--- src/rtl/strap_led_pkg.sv ---
package strap_led_pkg;
  localparam int unsigned ADDR_W  = 5;
  localparam int unsigned FUNC_CNT = 5;

  typedef enum logic [2:0] {
    FN_LINK   = 3'd0,
    FN_SPEED  = 3'd1,
    FN_DUPLEX = 3'd2,
    FN_ACT    = 3'd3,
    FN_COLL   = 3'd4
  } led_fn_e;

  typedef struct packed {
    logic coll;
    logic act;
    logic duplex;
    logic speed;
    logic link;
  } led_status_t;

  function automatic led_fn_e fn_of_pin(input int unsigned idx);
    return led_fn_e'(idx % FUNC_CNT);
  endfunction
endpackage

--- src/rtl/strap_capture.sv ---
module strap_capture #(
  parameter int unsigned PIN_CNT = 5
) (
  input  logic               clk,
  input  logic               rst,
  input  logic [PIN_CNT-1:0] pin_in,
  output logic [PIN_CNT-1:0] strap_q
);
  always_ff @(posedge clk) begin
    if (rst) strap_q <= pin_in;
  end

  a_r1_sample_at_release: assert property (@(posedge clk) disable iff (rst)
    $past(rst) |-> strap_q == $past(pin_in));

  a_r2_addr_hold: assert property (@(posedge clk) disable iff (rst)
    1'b1 |=> $stable(strap_q));
endmodule

--- src/rtl/drive_sequencer.sv ---
module drive_sequencer #(
  parameter int unsigned PIN_CNT = 5
) (
  input  logic               clk,
  input  logic               rst,
  output logic [PIN_CNT-1:0] oe_q
);
  logic armed_q;

  always_ff @(posedge clk) begin
    if (rst) begin
      armed_q <= 1'b0;
      oe_q    <= '0;
    end else begin
      armed_q <= 1'b1;
      oe_q    <= {PIN_CNT{armed_q}};
    end
  end

  a_r3_off_after_release: assert property (@(posedge clk) disable iff (rst)
    $past(rst) |-> oe_q == '0);

  a_r3_uniform: assert property (@(posedge clk) disable iff (rst)
    (oe_q == '0) || (oe_q == '1));
endmodule

--- src/rtl/led_drive.sv ---
module led_drive
  import strap_led_pkg::*;
#(
  parameter int unsigned PIN_CNT = 5
) (
  input  logic               clk,
  input  logic               rst,
  input  logic [PIN_CNT-1:0] strap,
  input  led_status_t        status,
  output logic [PIN_CNT-1:0] out_q
);
  logic [FUNC_CNT-1:0] stat_vec;
  logic [PIN_CNT-1:0]  lit;

  assign stat_vec = status;

  for (genvar i = 0; i < PIN_CNT; i++) begin : g_pin
    localparam led_fn_e FN = fn_of_pin(i);
    assign lit[i] = stat_vec[FN];
  end

  always_ff @(posedge clk) begin
    if (rst) out_q <= '0;
    else     out_q <= strap ^ lit;
  end

  a_r8_quiet_in_reset: assert property (@(posedge clk)
    $past(rst) && !rst |-> out_q == '0);

  a_r4_coll_idle_level: assert property (@(posedge clk) disable iff (rst)
    !$past(rst) && !$past(status.coll) |-> out_q[PIN_CNT-1] == strap[PIN_CNT-1]);

  a_r5_link_lit: assert property (@(posedge clk) disable iff (rst)
    !$past(rst) && $past(status.link) |-> out_q[0] != strap[0]);
endmodule

--- src/rtl/strap_led_ctrl.sv ---
module strap_led_ctrl
  import strap_led_pkg::*;
#(
  parameter int unsigned PIN_CNT = ADDR_W
) (
  input  logic               clk,
  input  logic               rst,
  input  logic [PIN_CNT-1:0] pin_in,
  input  logic               link_up,
  input  logic               speed_100,
  input  logic               full_duplex,
  input  logic               tx_act,
  input  logic               rx_act,
  input  logic               collision,
  output logic [PIN_CNT-1:0] pin_out,
  output logic [PIN_CNT-1:0] pin_oe,
  output logic [PIN_CNT-1:0] mgmt_addr,
  output logic               pwr_down
);
  led_status_t stat;
  logic        pd_q;

  assign stat.link   = link_up;
  assign stat.speed  = speed_100;
  assign stat.duplex = full_duplex;
  assign stat.act    = tx_act | rx_act;
  assign stat.coll   = collision;

  strap_capture #(.PIN_CNT(PIN_CNT)) u_cap (
    .clk(clk), .rst(rst), .pin_in(pin_in), .strap_q(mgmt_addr)
  );

  drive_sequencer #(.PIN_CNT(PIN_CNT)) u_seq (
    .clk(clk), .rst(rst), .oe_q(pin_oe)
  );

  led_drive #(.PIN_CNT(PIN_CNT)) u_drv (
    .clk(clk), .rst(rst), .strap(mgmt_addr), .status(stat), .out_q(pin_out)
  );

  always_ff @(posedge clk) begin
    if (rst) pd_q <= 1'b0;
    else     pd_q <= (mgmt_addr == '0);
  end
  assign pwr_down = pd_q;

  a_r6_pd_zero_addr: assert property (@(posedge clk) disable iff (rst)
    !$past(rst) && (mgmt_addr == '0) |-> pwr_down);

  a_r7_no_pd_nonzero: assert property (@(posedge clk) disable iff (rst)
    (mgmt_addr != '0) |-> !pwr_down);
endmodule

--- config.mk ---
export PLATFORM = sky130hd
export DESIGN_NAME = strap_led_ctrl
export DESIGN_NICKNAME = d
export VERILOG_FILES = /design/src/rtl/strap_led_pkg.sv /design/src/rtl/strap_capture.sv /design/src/rtl/drive_sequencer.sv /design/src/rtl/led_drive.sv /design/src/rtl/strap_led_ctrl.sv
export SDC_FILE = /design/constraint.sdc
export NUM_CORES = 1
export LEC_CHECK = 0
export BUFFER_PORTS_ARGS = -buffer_cell sky130_fd_sc_hd__buf_2
export CAP_MARGIN = 30
export CORE_AREA = 2 2 39 41
export DETAILED_ROUTE_END_ITERATION = 16
export DIE_AREA = 0 0 41 43
export PLACE_DENSITY = 0.65
export SLEW_MARGIN = 20
export SYNTH_ARGS = -nofsm -noshare
export SYNTH_HDL_FRONTEND = slang
export SYNTH_SLANG_ARGS = --single-unit
--- constraint.sdc ---
create_clock -name clk -period 1 [get_ports clk]
set_input_delay 0 -clock clk [delete_from_list [all_inputs] [get_ports clk]]
set_output_delay 0 -clock clk [all_outputs]
set_load 0.005 [all_outputs]
Word level (Yosys, flattened, before mapping)
Index checks and enable logic that the tools add are counted.

Register bits: 13. Bits of input ports: 13. Output and inout bits: 16. Logic and storage cells: 9.

Muxes and demuxes: 1. Bitwise logic cells: 2. Reductions and logical operators: 1.

Operator list (count): $logic_not A5 Y1 (1); $xor A5 B5 Y5 (1); $mux W1 (1); $or A1 B1 Y1 (1).

Longest topological paths before layout
Gate-level depths: netlist of run 1.

Word-level depth: 2. Depth in mapped cells: 2. Mapped depth without buffers: 2.

Modules after synthesis
From an unflattened synthesis of run 1, not the netlist that was laid out.

Cell total of the unflattened synthesis: 32. Area total of the unflattened synthesis: 436.7 um2.

By module, submodules not included: led_drive (instances 1, cells each 15, area an instance 162.7 um2, sequential area each 100.1 um2); strap_capture (instances 1, cells each 5, area an instance 150.1 um2, sequential area each 150.1 um2); drive_sequencer (instances 1, cells each 8, area an instance 80.1 um2, sequential area each 40.0 um2); strap_led_ctrl (instances 1, cells each 4, area an instance 43.8 um2, sequential area each 20.0 um2).

Worst setup path after synthesis of run 1
OpenSTA, ideal clock, no wires.

Path type: register -> register. From: reg u_cap.strap_q[2]. To: reg pd_q (netlist: pwr_down). Library setup time: 73 ps. Arrival: 1042 ps. Required time: 927 ps. Setup slack: -115 ps. Stages on the path, launching flop included: 3. Buffers on the path: 0. Period minus slack after synthesis: 1115 ps. Path through: edfxtp_1 or4_1 nor3_2.

Cells in the longest elaborated chain, start to end: 1.

Ends and longest elaborated chain: start: declaration (line strap_capture.sv:7) `output logic [PIN_CNT-1:0] strap_q`; start signal: assignment (line strap_capture.sv:10) `if (rst) strap_q <= pin_in;`; $logic_not A5 Y1 (line strap_led_ctrl.sv:43) `else pd_q <= (mgmt_addr == '0);`; end signal: assignment (line strap_led_ctrl.sv:43); end: declaration (line strap_led_ctrl.sv:21) `logic pd_q;`.

No other way between the ends. A chain may end at the register's enable or synchronous reset.

Final worst setup path of run 1
From: reg u_cap.strap_q[3]. To: reg pd_q (netlist: pwr_down).

Same word-level chain as after synthesis.

==> results.ini, run 1 <==
[sta]
hold_viol = 0
fin_skew_ns = 0.002082
tightest_slew_ns = 0.1639
setup_violations = 2
layout_min_cycle_time_ns = 1.092
worst_slack_ns = -0.09229
fin_setup_tns_ns = -0.1125
slew_headroom = 0.8907
final_max_slew_viol_count = 0
fmax_ghz = 0.9155
timing.final.crit_share = 1.092
rsz0062_at_grt = true

[floorplanning]
dieArea_um2 = 1763
ios = 29
rows = 14
initial_core_util = 0.3146
design.core.area_um2 = 1384
die_x_um = 41
die_y_um = 43

[run_status]
status = complete, but fails checks
violations = setup timing

[logic_synthesis]
synthesis.nets = 45
synth_cells = 32
postSynthAreaPerCell_um2 = 13.61
ys_types = 11
netlist_top_cells_count = dfxtp_1, edfxtp_1, buf_4, nor2_1, xnor2_1
synthArstFlopShare = 0
synth_edf_count = 5
netlist_area_um2 = 435.4
yosys.area.top_type_share = 0.3678
synth_warnings = 0
synth_most_common_cell = dfxtp_1
ys.flop_type = dfxtp_1
ys_seq_area_frac = 0.7126
synth_area_leaders = dfxtp_1, edfxtp_1, xnor2_1, buf_4, nor2_1
ys_seq_elements = 13
synth_top_area_cell = dfxtp_1

[finish]
n_antenna_cell = 0
drive_gt1_frac = 0.5200
syn_to_final_growth_pct = 71.84
fin_nets = 89

[power_and_ir_drop]
total_leakage_power_nw = 0.3533
ir_drop_mv = 0.7332
power.internal_mw = 0.8616
swShare = 0.2156
power_mw = 1.098
power_density_nw_per_um2 = 1468
power_frac_comb = 0.164
power_frac_clock = 0.282
switchingPower_mw = 0.2368
seqPwrFrac = 0.555

[placed_design]
io_buffers = 28
gp_congestion = 0.6082
dp_hpwl_um = 609.9
pre_cts_slack_ns = -0.09443

[min_path]
hold_path_class = in2reg

[routing]
ant_nets = 0
drc = 0
via_per_inst = 4.088
vias = 372
first_pass_iters = 2
wl_per_cell_um = 10.38
drtIter0Drc = 5
wl_um = 945

[clock_tree]
clock_latency_ns = 0.27
cts_max_path_buffers = 2
cts_tree = done
cts_buffers = 3
cts_root_buf = clkbuf_4
clk_pin_slew_ns = 0.07
cts_max_level = 1
postCtsHoldBufs = 10
cts_sinks = 13

[setup_path]
critPathKind = reg2reg
crit_path_max_fanout = 2
cp.arrival_ns = 1.29
end_kind = flip-flop
critPathLaunchType = flip-flop
required_ns = 1.20

[grt]
track_usage = 0.1264
grt_pass1_vias = 318
antenna_found_initial = 0
grt-ovfl-total = 0
grt_pass1_wl_um = 1283
grt_max_degree = 13

[run]
maxCapViolations = 0

-- routing by layer --
layer	GRT usage	vias up	routed length, µm
met3	0.04712	2	47
met5	0	-	0
met2	0.2031	14	572
met1	0.09797	167	302
met4	0.1400	0	22
li1	-	189	-
-- per-stage QoR --
| step | hold slack (ns) | util | instances | cell area [µm²] |
|---|---|---|---|---|
| 2_1_floorplan | 0.05652 | - | 32 | 435.4 |
| 3_3_place_gp | 0.1772 | 0.4304 | 76 | 595.6 |
| 3_5_place_dp | 0.1781 | 0.4304 | 76 | 595.6 |
| 4_1_cts | 0.001390 | 0.5371 | 91 | 743.2 |
| 5_1_grt | -0.007000 | 0.5407 | 91 | 748.2 |
| 6_report | 0.007972 | 0.5407 | 91 | 748.2 |
-- logic make-up after synthesis --
logic type	Yosys count	synth area share
and+or+nand+nor	9	0.1121
buffers and inverters	5	0.07758
DFF	13	0.7126
xor gates and xnor gates	4	0.08045
AOI/OAI and AO/OA	1	0.01725
-- cells in the final DEF (no fill, tap or decap) --
master	Yosys	layout
clkbuf_4	0	3
nor3_2	1	2
o21a_1	1	1
xnor2_1	4	4
buf_2	0	27
dfxtp_1	8	8
inv_1	1	1
dlygate4sd3_1	0	10
or4_4	0	1
clkbuf_1	0	1
nor2_1	4	4
nor3_1	2	1
buf_4	4	4
buf_6	0	2
nor2b_1	1	1
edfxtp_1	5	5
-- final timing paths --
path                        end  slack, ns  depth (start not counted)        startpoint
setup reg to reg       pwr_down      -0.09                          2  u_cap.strap_q[3]
hold reg to reg   u_seq.oe_q[0]       0.44                          1     u_seq.armed_q
hold / removal         pwr_down      0.008                          3               rst
setup / recovery       pwr_down      -0.09                          2  u_cap.strap_q[3]
-- flip-flops by register name (all words and copies together) (netlist names) --
register / count
pwr_down: 1
u_seq.oe_q: 1
u_drv.out_q: 5
u_seq.armed_q: 1
u_cap.strap_q: 5
-- power by group through the flow --
| stage | clock network, mW | logic [mW] | registers [mW] |
|---|---|---|---|
| floorplan | 0 | 0.0434 | 0.630 |
| global placement | 0 | 0.134 | 0.619 |
| detailed placement | 0 | 0.136 | 0.621 |
| CTS | 0.325 | 0.178 | 0.609 |
| global route | 0.347 | 0.196 | 0.613 |
| finish | 0.309 | 0.180 | 0.609 |
-- worst max-delay path: stages, from the launching register on --
cell      delay (ns)
edfxtp_1        0.39
or4_4           0.52
nor3_2          0.12
-- final cells by class --
| type | count | area [µm²] |
|---|---|---|
| clock buffer | 4 | 26.28 |
| fill | 129 | 635.6 |
| inverter | 1 | 3.754 |
| multi-input combinational | 14 | 100.1 |
| sequential | 13 | 310.3 |
| tap | 16 | 20.02 |
| timing repair buffer | 43 | 287.8 |
-- repair_timing --
| action | CTS | global route |
|---|---|---|
| hold endpoints to repair | 10 | 1 |
| buffers inserted | 1 | 0 |
| gates resized for setup | 3 | 1 |
| setup endpoints to repair | 1 | 3 |
Note: power is estimated with default switching activity, not from simulation.
==> run 2, diff against run 1 <==
--- a/config.mk
+++ b/config.mk
@@ -10,7 +10,7 @@
 export CORE_AREA = 2 2 39 41
 export DETAILED_ROUTE_END_ITERATION = 16
 export DIE_AREA = 0 0 41 43
-export PLACE_DENSITY = 0.65
+export PLACE_DENSITY = 0.62
 export SLEW_MARGIN = 20
 export SYNTH_ARGS = -nofsm -noshare
 export SYNTH_HDL_FRONTEND = slang
==> constraint.sdc (replaced) <==
create_clock -name clk -period 1.2 [get_ports clk]
set_input_delay 0 -clock clk [delete_from_list [all_inputs] [get_ports clk]]
set_output_delay 0 -clock clk [all_outputs]
set_load 0.005 [all_outputs]
==> run 2 against run 1 <==
- hold slack improved by 0.014 ns
- first-iteration DRC count fell by 80%
- clock power fell by 15%
- die area did not move
- sequential cell count did not move
- fmax fell by 1.5%
- the run now ends clean
- register-to-register slack improved by 0.18 ns
- setup slack improved by 0.18 ns
==> results.ini, run 2 (same netlist as run 1, synthesis figures left out) <==
[run_status]
status = finished clean  ; was complete, but fails checks

[sta]
fmax_ghz = 0.9017  ; was 0.9155 GHz
rsz0062_at_grt = false  ; was true
final_max_slew_viol_count = 0  ; unchanged
timing.final.crit_share = 0.9242  ; was 1.092
slew_headroom = 0.8301  ; was 0.8907
setup_violations = 0  ; was 2
fin_skew_ns = 0.006706  ; was 0.002082 ns
tightest_slew_ns = 0.2549  ; was 0.1639 ns
layout_min_cycle_time_ns = 1.109  ; was 1.092 ns
fin_setup_tns_ns = 0  ; was -0.1125 ns
hold_viol = 0  ; unchanged

[finish]
fillerInstances = 129  ; unchanged
mostFrequentLayoutCell = buf_2  ; unchanged
n_antenna_cell = 0  ; unchanged
seq_area_um2 = 310.3  ; unchanged
syn_to_final_growth_pct = 62.36  ; was 71.84%
top_regs = u_cap.strap_q x5, u_drv.out_q x5  ; unchanged
fin_nets = 86  ; was 89
drive_gt1_frac = 0.4722  ; was 0.5200
layoutNonFillerInstCount = 88  ; was 91
postLayoutCellArea_um2 = 706.9  ; was 748.2 µm²
multi_input_area_um2 = 91.34  ; was 100.1 µm²
layout_common_cells = buf_2, dlygate4sd3_1, dfxtp_1  ; unchanged

[power_and_ir_drop]
total_leakage_power_nw = 0.3330  ; was 0.3533 nW
switchingPower_mw = 0.1960  ; was 0.2368 mW
power_frac_comb = 0.144  ; was 0.164
power_density_nw_per_um2 = 1273  ; was 1468 nW/µm²
power_frac_clock = 0.292  ; was 0.282
swShare = 0.2179  ; was 0.2156
ir_drop_mv = 0.6804  ; was 0.7332 mV
seqPwrFrac = 0.563  ; was 0.555
power.internal_mw = 0.7036  ; was 0.8616 mW

[min_path]
holdPathStages = 2  ; was 3
hp-start = rst  ; unchanged
whs_endpoint = u_seq.armed_q  ; was pwr_down
hold_path_class = in2reg  ; unchanged

[placed_design]
io_buffers = 28  ; unchanged
gp_congestion = 0.6259  ; was 0.6082
placed_cell_area_um2 = 580.6  ; was 595.6 µm²
dp_hpwl_um = 535.1  ; was 609.9 µm
dpl.cell_count = 74  ; was 76

[grt]
track_usage = 0.1069  ; was 0.1264
grt_max_degree = 14  ; was 13
grt-ovfl-total = 0  ; unchanged
grt_pass1_wl_um = 1110  ; was 1283 µm
grt_pass1_vias = 265  ; was 318
antenna_found_initial = 0  ; unchanged

[clock_tree]
cts_buffers = 3  ; unchanged
cts_root_buf = clkbuf_4  ; unchanged
postCtsHoldBufs = 10  ; unchanged
post_cts_buffers = 0  ; was 1
clock_latency_ns = 0.27  ; about the same
cts_resized = 0  ; was 3
clk_pin_slew_ns = 0.08  ; was 0.07 ns
cts_max_path_buffers = 2  ; unchanged
cts_max_level = 1  ; unchanged
cts_tree = done  ; unchanged
cts_sinks = 13  ; unchanged

[run]
maxCapViolations = 0  ; unchanged

[setup_path]
r2r_slack_ns = 0.09  ; was -0.09 ns
crit_family = simple AND/OR/NAND/NOR gates  ; unchanged
rr_endpoint = pwr_down  ; unchanged
critPathLaunchType = flip-flop  ; unchanged
required_ns = 1.40  ; was 1.20 ns
reg2reg_depth = 2  ; unchanged
cp.arrival_ns = 1.31  ; was 1.29 ns
path_buf_inv = 0  ; unchanged
crit_start = u_cap.strap_q[2]  ; was u_cap.strap_q[3]
critPathKind = reg2reg  ; unchanged
crit_path_max_fanout = 2  ; unchanged
cp_slowest_cell = or4_1  ; was or4_4
critPathMaxStageDelay_ns = 0.54  ; was 0.52 ns
r2r_start = u_cap.strap_q[2]  ; was u_cap.strap_q[3]
crit_path_cell_trace = or4_1 -> nor3_2  ; was or4_4 -> nor3_2
end_kind = flip-flop  ; unchanged

[routing]
wl_um = 802  ; was 945 µm
drc = 0  ; unchanged
drtIter0Drc = 1  ; was 5
vias = 357  ; was 372
via_per_inst = 4.057  ; was 4.088
first_pass_iters = 2  ; unchanged
ant_nets = 0  ; unchanged
wl_per_cell_um = 9.114  ; was 10.38 µm

[floorplanning]
initial_core_util = 0.3146  ; unchanged
ios = 29  ; unchanged
die_x_um = 41  ; unchanged
rows = 14  ; unchanged
die_y_um = 43  ; unchanged
dieArea_um2 = 1763  ; unchanged
design.core.area_um2 = 1384  ; unchanged

==> run 2: cell count changes in the layout (fill, tap and decap cells not counted), sizes merged <==
cell | previous run | this run
buf | 33 | 30
==> run 2: stage by stage <==
stage / setup slack [ns] / hold slack, ns / util / power [mW]
3_5_place_dp: 0.1154 / 0.1781 / 0.4195 / 0.6234
4_1_cts: 0.09509 / 0.004940 / 0.5109 / 0.9134
3_3_place_gp: 0.1391 / 0.1760 / 0.4195 / 0.6209
5_1_grt: 0.04667 / 0.006336 / 0.5109 / 0.9556
6_report: 0.09095 / 0.02152 / 0.5109 / 0.8996
2_1_floorplan: 0.08529 / 0.05652 / - / 0.5608
==> run 2: layer usage <==
metal | global-route usage | part of all wire | vias up
met4 | 0.08000 | 0 | 0
met5 | 0 | 0 | -
met3 | 0.09424 | 0.12 | 0
met1 | 0.1145 | 0.44 | 154
met2 | 0.1281 | 0.44 | 22
li1 | - | - | 181
==> run 2: worst max path at each step <==
stage / to / slack (ns) / cells past startpoint
detailed placement: pwr_down / 0.12 / 2
floorplan: pwr_down / 0.09 / 2
global placement: pwr_down / 0.14 / 2
finish: pwr_down / 0.09 / 2
CTS: pwr_down / 0.1 / 2
global route: pwr_down / 0.05 / 2
==> run 2: cell type report <==
class | count | area share
flip-flops and latches | 13 | 0.4389
repair buffers | 40 | 0.3611
multi-input cells | 14 | 0.1292
clock buffers | 4 | 0.03717
well taps | 16 | 0.02832
inverters | 1 | 0.005310
==> run 2: power by group through the flow <==
| stage | clock network [mW] | registers (mW) | logic (mW) |
|---|---|---|---|
| final | 0.263 | 0.507 | 0.130 |
| after global routing | 0.300 | 0.512 | 0.144 |
| after CTS | 0.275 | 0.507 | 0.131 |
| after detailed placement | 0 | 0.517 | 0.106 |
| after global placement | 0 | 0.516 | 0.105 |
| after floorplan | 0 | 0.525 | 0.0362 |
==> run 2: worst reg2reg max path: cells and delay by family, from the launching register on <==
kind,cells,cell delay (ns)
simple gates,2,0.64
flops,1,0.39
==> run 3, diff against run 2 <==
--- a/config.mk
+++ b/config.mk
@@ -5,12 +5,12 @@
 export SDC_FILE = /design/constraint.sdc
 export NUM_CORES = 1
 export LEC_CHECK = 0
-export BUFFER_PORTS_ARGS = -buffer_cell sky130_fd_sc_hd__buf_2
 export CAP_MARGIN = 30
 export CORE_AREA = 2 2 39 41
 export DETAILED_ROUTE_END_ITERATION = 16
 export DIE_AREA = 0 0 41 43
-export PLACE_DENSITY = 0.62
+export DONT_BUFFER_PORTS = 1
+export PLACE_DENSITY = 0.43
 export SLEW_MARGIN = 20
 export SYNTH_ARGS = -nofsm -noshare
 export SYNTH_HDL_FRONTEND = slang
==> run 3 against run 2 <==
- count of clock-buffer cells in the layout unchanged
- fmax is 1.2% lower
- clock power fell by 3%
- register-to-register slack about the same
- first-iteration DRC count down 100%
- total power decreased by 5.0%
- wire length is 11% lower
- via count shrank 24%
- critical path type unchanged
- critical endpoint unchanged
- largest cell class unchanged
- largest power group unchanged
- highest routed layer unchanged
==> results.ini, run 3 (same netlist as run 1, synthesis figures left out) <==
[sta]
layout_min_cycle_time_ns = 1.122  ; was 1.109 ns
fin_setup_tns_ns = 0  ; unchanged
worst_slack_ns = 0.07759  ; was 0.09095 ns
tightest_slew_ns = 0.4745  ; was 0.2549 ns
slew_headroom = 0.6827  ; was 0.8301
rsz0062_at_grt = false  ; unchanged
final_max_slew_viol_count = 0  ; unchanged
setup_violations = 0  ; unchanged
fmax_ghz = 0.8909  ; was 0.9017 GHz
hold_viol = 0  ; unchanged
fin_skew_ns = 0.0002590  ; was 0.006706 ns
timing.final.crit_share = 0.9353  ; was 0.9242

[setup_path]
cp.arrival_ns = 1.32  ; was 1.31 ns
end_kind = flip-flop  ; unchanged
required_ns = 1.40  ; about the same
critPathKind = reg2reg  ; unchanged
critPathLaunchType = flip-flop  ; unchanged
crit_path_max_fanout = 2  ; unchanged

[grt]
grt_pass1_vias = 292  ; was 265
grt_pass1_wl_um = 1179  ; was 1110 µm
grt_max_degree = 14  ; unchanged
antenna_found_initial = 0  ; unchanged
track_usage = 0.1066  ; was 0.1069
grt-ovfl-total = 0  ; unchanged

[routing]
wl_met3_um = 85  ; was 96 µm
ant_nets = 0  ; unchanged
m1WireLength_um = 233  ; was 353 µm
first_pass_iters = 1  ; was 2
wl_per_cell_um = 11.32  ; was 9.114 µm
drtIter0Drc = 0  ; was 1
top_layer = met3  ; unchanged
via_per_inst = 4.317  ; was 4.057
drc = 0  ; unchanged
route.met2.wl_um = 394  ; was 351 µm
vias = 272  ; was 357
wl_um = 713  ; was 802 µm

[finish]
syn_to_final_growth_pct = 36.49  ; was 62.36%
drive_gt1_frac = 0.1489  ; was 0.4722
n_antenna_cell = 0  ; unchanged
layout_common_cells = dlygate4sd3_1, dfxtp_1, edfxtp_1  ; was buf_2, dlygate4sd3_1, dfxtp_1
top_regs = u_cap.strap_q x5, u_drv.out_q x5  ; unchanged
mostFrequentLayoutCell = dlygate4sd3_1  ; was buf_2
fin_nets = 61  ; was 86

[placed_design]
pre_cts_slack_ns = 0.09267  ; was 0.1154 ns
dp_hpwl_um = 494.5  ; was 535.1 µm
io_buffers = 0  ; was 28
gp_congestion = 0.5718  ; was 0.6259

[floorplanning]
dieArea_um2 = 1763  ; unchanged
initial_core_util = 0.3146  ; unchanged
die_y_um = 43  ; unchanged
design.core.area_um2 = 1384  ; unchanged
die_x_um = 41  ; unchanged
rows = 14  ; unchanged
ios = 29  ; unchanged

[power_and_ir_drop]
power_density_nw_per_um2 = 1438  ; was 1273 nW/µm²
power_mw = 0.8545  ; was 0.8996 mW
total_leakage_power_nw = 0.2261  ; was 0.3330 nW
ir_drop_mv = 0.7645  ; was 0.6804 mV

[clock_tree]
clk_pin_slew_ns = 0.07  ; was 0.08 ns
cts_root_buf = clkbuf_4  ; unchanged
cts_sinks = 13  ; unchanged
cts_max_path_buffers = 2  ; unchanged
cts_buffers = 3  ; unchanged
clock_latency_ns = 0.26  ; was 0.27 ns
cts_max_level = 1  ; unchanged
cts_tree = done  ; unchanged
cts_resized = 0  ; unchanged

[run]
maxCapViolations = 0  ; unchanged

[run_status]
status = finished clean  ; unchanged

[min_path]
hold_path_class = in2reg  ; unchanged

-- run 3: worst max-delay path: stages (launching register included) --
cell and delay [ns]:
edfxtp_1 0.39, or4_1 0.56, nor3_2 0.11
-- run 3: final cells by class --
cell class,count,area [µm²]
Clock buffer,4,26.28
Fill cell,137,789.5
Inverter,1,3.754
Multi-Input combinational cell,14,91.34
Sequential cell,13,310.3
Tap cell,16,20.02
Timing Repair Buffer,15,142.6
-- run 3: repair_timing --
item	4_1_cts	5_1_grt
buffers inserted	0	0
endpoints found under the hold margin	18	0
hold buffers	12	0
-- run 3: path summary, 6_finish.rpt --
check                                 startpoint          endpoint  slack (ns)  cells after the start
worst max-delay path            u_cap.strap_q[2]          pwr_down        0.08                      2
worst min-delay path                   pin_in[2]  u_cap.strap_q[2]        0.36                      1
worst max register to register  u_cap.strap_q[2]          pwr_down        0.08                      2
worst min register to register     u_seq.armed_q     u_seq.oe_q[0]        0.45                      1
-- run 3: report_power, final --
group          leakage, nW  internal (mW)  switching (mW)  total, mW
logic               0.0956         0.0535          0.0307     0.0842
clock network       0.0150          0.129           0.128      0.256
registers            0.115          0.493          0.0214      0.514
-- run 3: metal layers --
metal | track usage | vias to the layer above
li1 | - | 132
met1 | 0.09667 | 122
met2 | 0.1563 | 18
met3 | 0.09948 | 0
met4 | 0.04667 | 0
met5 | 0 | -
-- run 3: through the flow --
| step | hold slack [ns] | std cells | utilization | instance area (µm²) |
|---|---|---|---|---|
| after detailed placement | 0.07125 | 47 | 0.3237 | 447.9 |
| after global placement | 0.05922 | 47 | 0.3237 | 447.9 |
| after CTS | 0.3438 | 63 | 0.4295 | 594.3 |
| after floorplan | 0.05652 | 32 | - | 435.4 |
| after global routing | 0.3352 | 63 | 0.4295 | 594.3 |
| final | 0.3554 | 63 | 0.4295 | 594.3 |
